**src/rtl/wlk_pkg.sv**
```systemverilog
package wlk_pkg;

   // Command decoded from a write to the lock word
   typedef enum logic [1:0] {
      CMD_NONE  = 2'd0,
      CMD_OPEN  = 2'd1,
      CMD_CLOSE = 2'd2
   } wlk_cmd_e;

endpackage

```
**src/rtl/wlk_decode.sv**
```systemverilog
module wlk_decode
   import wlk_pkg::*;
#(
   parameter int                ADDR_W    = 12,
   parameter int                KEY_W     = 16,
   parameter int                WIN_BYTES = 8,
   parameter logic [ADDR_W-1:0] BASE_ADDR = 12'h088,
   parameter logic [KEY_W-1:0]  OPEN_KEY  = 16'hD42F,
   parameter logic [KEY_W-1:0]  CLOSE_KEY = 16'h0000
) (
   input  logic [ADDR_W-1:0] addr,
   input  logic [KEY_W-1:0]  key,
   input  logic              wr,
   input  logic              rd,
   output logic              rd_lock,
   output wlk_cmd_e          cmd
);

   localparam int WIN_LSB = $clog2(WIN_BYTES);

   logic in_window;
   logic lock_slot;
   logic unused_low;

   assign in_window  = (addr[ADDR_W-1:WIN_LSB] == BASE_ADDR[ADDR_W-1:WIN_LSB]);
   assign lock_slot  = (addr[WIN_LSB-1:2] == '0);
   assign unused_low = ^addr[1:0];
   assign rd_lock    = rd && in_window && lock_slot;

   always_comb begin
      cmd = CMD_NONE;
      if (wr && in_window && lock_slot) begin
         if (key == OPEN_KEY)
            cmd = CMD_OPEN;
         else if (key == CLOSE_KEY)
            cmd = CMD_CLOSE;
      end
   end

endmodule

```
**src/rtl/wlk_state.sv**
```systemverilog
module wlk_state
   import wlk_pkg::*;
#(
   parameter int NUM_BANKS = 3
) (
   input  logic                 clk,
   input  logic                 rst_n,
   input  wlk_cmd_e             cmd,
   output logic                 lock_q,
   output logic [NUM_BANKS-1:0] bank_we
);

   always_ff @(posedge clk or negedge rst_n) begin
      if (!rst_n)
         lock_q <= 1'b0;
      else if (cmd == CMD_OPEN)
         lock_q <= 1'b1;
      else if (cmd == CMD_CLOSE)
         lock_q <= 1'b0;
   end

   // One flop per bank keeps fan-out local to each bank
   for (genvar b = 0; b < NUM_BANKS; b++) begin : g_bank
      always_ff @(posedge clk or negedge rst_n) begin
         if (!rst_n)
            bank_we[b] <= 1'b0;
         else
            bank_we[b] <= lock_q;
      end
   end

endmodule

```
**src/rtl/wlk_readback.sv**
```systemverilog
module wlk_readback #(
   parameter int DATA_W     = 32,
   parameter int STATUS_BIT = DATA_W - 1
) (
   input  logic              clk,
   input  logic              rst_n,
   input  logic              rd,
   input  logic              rd_lock,
   input  logic              lock_q,
   output logic [DATA_W-1:0] rdata
);

   logic [DATA_W-1:0] status_word;

   always_comb begin
      status_word             = '0;
      status_word[STATUS_BIT] = lock_q;
   end

   always_ff @(posedge clk or negedge rst_n) begin
      if (!rst_n)
         rdata <= '0;
      else if (rd)
         rdata <= rd_lock ? status_word : '0;
   end

endmodule

```
**src/rtl/keyed_wlock.sv**
```systemverilog
module keyed_wlock
   import wlk_pkg::*;
#(
   parameter int                ADDR_W    = 12,
   parameter int                DATA_W    = 32,
   parameter int                KEY_W     = 16,
   parameter int                WIN_BYTES = 8,
   parameter int                NUM_BANKS = 3,
   parameter logic [ADDR_W-1:0] BASE_ADDR = 12'h088,
   parameter logic [KEY_W-1:0]  OPEN_KEY  = 16'hD42F,
   parameter logic [KEY_W-1:0]  CLOSE_KEY = 16'h0000
) (
   input  logic                 clk,
   input  logic                 rst_n,
   input  logic [ADDR_W-1:0]    bus_addr,
   input  logic [DATA_W-1:0]    bus_wdata,
   input  logic                 bus_wr,
   input  logic                 bus_rd,
   output logic [DATA_W-1:0]    bus_rdata,
   output logic [NUM_BANKS-1:0] mode_wr_en
);

   localparam int WIN_LSB    = $clog2(WIN_BYTES);
   localparam int STATUS_BIT = DATA_W - 1;

   // Elaboration-time parameter checks
   if (KEY_W >= STATUS_BIT) begin : g_bad_key_w
      $error("keyed_wlock: key field overlaps the status bit");
   end
   if (WIN_BYTES < 8 || (1 << WIN_LSB) != WIN_BYTES) begin : g_bad_win
      $error("keyed_wlock: window must be a power of two of at least 8 bytes");
   end
   if (BASE_ADDR[WIN_LSB-1:0] != '0) begin : g_bad_base
      $error("keyed_wlock: base address not aligned to the window");
   end
   if (OPEN_KEY == CLOSE_KEY) begin : g_bad_keys
      $error("keyed_wlock: open and close codes must differ");
   end
   if (NUM_BANKS < 1) begin : g_bad_banks
      $error("keyed_wlock: at least one bank is required");
   end

   wlk_cmd_e cmd;
   logic     rd_lock;
   logic     lock_q;
   logic     unused_wdata;

   assign unused_wdata = ^bus_wdata[DATA_W-1:KEY_W];

   wlk_decode #(
      .ADDR_W    (ADDR_W),
      .KEY_W     (KEY_W),
      .WIN_BYTES (WIN_BYTES),
      .BASE_ADDR (BASE_ADDR),
      .OPEN_KEY  (OPEN_KEY),
      .CLOSE_KEY (CLOSE_KEY)
   ) u_decode (
      .addr    (bus_addr),
      .key     (bus_wdata[KEY_W-1:0]),
      .wr      (bus_wr),
      .rd      (bus_rd),
      .rd_lock (rd_lock),
      .cmd     (cmd)
   );

   wlk_state #(
      .NUM_BANKS (NUM_BANKS)
   ) u_state (
      .clk     (clk),
      .rst_n   (rst_n),
      .cmd     (cmd),
      .lock_q  (lock_q),
      .bank_we (mode_wr_en)
   );

   wlk_readback #(
      .DATA_W     (DATA_W),
      .STATUS_BIT (STATUS_BIT)
   ) u_readback (
      .clk     (clk),
      .rst_n   (rst_n),
      .rd      (bus_rd),
      .rd_lock (rd_lock),
      .lock_q  (lock_q),
      .rdata   (bus_rdata)
   );

endmodule

```
**config.mk**
```make
export PLATFORM = sky130hd
export DESIGN_NAME = keyed_wlock
export DESIGN_NICKNAME = d
export VERILOG_FILES = /design/src/rtl/wlk_pkg.sv /design/src/rtl/wlk_decode.sv /design/src/rtl/wlk_state.sv /design/src/rtl/wlk_readback.sv /design/src/rtl/keyed_wlock.sv
export SDC_FILE = /design/constraint.sdc
export NUM_CORES = 1
export LEC_CHECK = 0
export BUFFER_PORTS_ARGS = -buffer_cell sky130_fd_sc_hd__buf_2
export CAP_MARGIN = 20
export CORE_UTILIZATION = 30
export DETAILED_ROUTE_END_ITERATION = 7
export PLACE_DENSITY = 0.93
export RECOVER_POWER = 50
export SKIP_LAST_GASP = 1
export SYNTH_ARGS = -nofsm -noshare
export SYNTH_HDL_FRONTEND = slang
export SYNTH_SLANG_ARGS = --single-unit
```
**constraint.sdc**
```tcl
create_clock -name clk -period 1.55 [get_ports clk]
set_input_delay 0.0775 -clock clk [delete_from_list [all_inputs] [get_ports clk]]
set_output_delay 0.0775 -clock clk [all_outputs]
set_load 0.005 [all_outputs]
```
==> run metrics <==
placed cells=around 100; antenna-violating nets left=0; TritonRoute pass-1 iters=4; setup TNS=0 ns; Core ar.=1540 um^2; critical path capture point type=register; via-per-instance ratio=roughly 3.9; fmax=723 MHz; pwr dens=approximately 480 nW/um^2; status=complete, no violations; met1 Use GR=8.81%; RSZ-0062 raised after global routing=false; sinks on the clock net=3; Req. time, crit path=between 1.5 and 2 ns; R2R Path End=u_state.lock_q; Final Power=290 uW; WP data arrival=between 1 and 1.5 ns; worst setup margin=around 0.17 ns; PortBufs=33; Avg Inst Size Synth=between 8 and 9 um^2; Max Clock Skew=approximately 0.0028 ns; drt total wl=971 um; non-filler cells, final=109; grt met2 use=between 20% and 30%; CP cell instances=buf_2, nor4b_4, nand4_1, or2_1, ha_1, mux2_2; Netlist Area Pre-Place=512 um^2; Max FO, Critical Path=2; Bufs on Longest Clock Path=2; Die X=roughly 43 um; Initial Utilization=between 30% and 40%; Final Setup Violations=0; Main synth FF type=dfrtp_1; DP Wirelength=around 920 um; Netlist cell types=16; busiest layer in global routing=met2; Worst VDD drop=around 260 uV; Setup crit end=u_state.lock_q; dpl ws=-0.0761 ns; Antenna diodes=0; Worst setup SP type=input pin; Post-Synthesis Cells=57; Leak Pwr=0.346 nW; later-pin clock latency in the skew report=approximately 0.23 ns; slowest stage cell on the critical path=mux2_2; vias in the first global route=397; met3 usage in global routing=under 10%; initial antenna violation count=0; fin crit period=about 1.4 ns; row count=14; Synth area leaders=buf_4 (48%), dfrtp_1 (15%), nor4b_4 (9.3%); Hold Vio Cnt, Final=0; post-synthesis sequential area ratio=approximately 15%; DIE AREA=1870 um^2; HP Class=input pin to register; share of cells above drive strength 1=45.2%; Root Driver=clkbuf_4; Final Util=between 30% and 40%; Final Slew Violations=0; area grow syn2layout=18.1%; depth of the worst register-to-register path=1; first-pass GRT wire length=around 1.5 mm; crit share post-route=between 80% and 90%; hold_buf cts=1; Top Ports=83; RR Startpoint=u_state.lock_q; die height=around 43 um; Synth area leader=buf_4; Placer Congestion=0.693; post-synth top area share=48.4%; # Post-CTS Setup Buffers=0; EDFF count, synth=0; Max stage delay on crit path=0.32 ns; GR Util All Layers=about 11%; final net count=about 140; CTS tree=built; DRC violations left=0; CTS buffer count=3; flop-to-flop setup slack=0.79 ns; Initial DRC Count=4; routed vias=between 400 and 500; Max-Cap Viols=0; flip-flop and latch count after synthesis=3; Max H-tree Level=1; wire per inst=around 8.9 um; largest net degree at the start of global routing=4; WS Path Type=input pin to register; FFs w/ async S/R, synth=between 90% and 100%; grt total ovfl=0; Worst-path clk slew=~0.03 ns; warnings from Yosys=0; Worst setup startpoint=bus_addr[4]; post-CTS sizing=0
[synth_stat cells, drive strengths merged, types with 2 or more instances]
| cell | count |
|---|---|
| nor4 | 3 |
| dfrtp | 3 |
| nor2 | 2 |
| nor4b | 3 |
| nand4 | 5 |
| buf | 33 |
[per-layer routing]
metal  routed length (um)  vias to the layer above
li1                     -                      202
met1                  268                      184
met2                  578                       39
met3                  124                        0
met4                    0                        0
met5                    0                        -
[power breakdown]
| part | internal [mW] | switching, mW | total, mW | leakage (nW) |
|---|---|---|---|---|
| Clock | 0.0962 | 0.0368 | 0.133 | 0.0150 |
| Sequential | 0.0788 | 0.0000000000000000240 | 0.0788 | 0.0419 |
| Combinational | 0.0356 | 0.0431 | 0.0786 | 0.289 |
| Total | 0.211 | 0.0799 | 0.290 | 0.346 |
[final cells by class]
class / instances / area, um^2
Clock buffer: 4 / 26.3
Tap cell: 16 / 20.0
Sequential cell: 3 / 75.1
Timing Repair Buffer: 35 / 181
Fill cell: 169 / 937
Inverter: 1 / 3.75
Multi-Input combinational cell: 50 / 298
[sequential cells by signal, indices dropped and copies added, names as in the netlist]
name,cells
u_readback.rdata,1
u_state.bank_we,1
u_state.lock_q,1
[logic make-up after synthesis]
kind of cell | share of synthesized area (%)
adders and majority gates | 2.44
other | 0.733
buffers and inverters | 49.1
muxes | 4.16
DFF | 14.7
and+or+nand+nor | 28.9
[metrics by stage]
step	area (um^2)	hold WS, ns
floorplan	624	-0.218
global placement	569	-0.127
detailed placement	569	-0.124
CTS	606	0.0495
global route	604	0.0425
finish	604	0.0527
[layout by cell type, fill, tap and decap left out, drive strengths merged]
master / instances
buf: 33
conb: 31
nand4: 5
clkbuf: 5
dfrtp: 3
nor4: 3
nor4b: 3
nor2: 2
nand2: 1
nor3: 1
or2: 1
inv: 1
mux2i: 1
mux2: 1
ha: 1
dlygate4sd3: 1
[critical path: cells and delay by family]
family        cells  cell delay [ns]
simple gates      3             0.69
mux               1             0.32
fa+ha+maj         1             0.28
buf+inv           1             0.12
[worst min path at each step]
stage / start / to / cells past startpoint
final: bus_rd / u_readback.rdata[31] / 2
after floorplan: rst_n / u_readback.rdata[31] / 0
after detailed placement: rst_n / u_state.bank_we[0] / 1
after global routing: bus_rd / u_readback.rdata[31] / 2
after CTS: bus_rd / u_readback.rdata[31] / 2
after global placement: rst_n / u_state.bank_we[0] / 1
(Power assumes the default switching activity.)
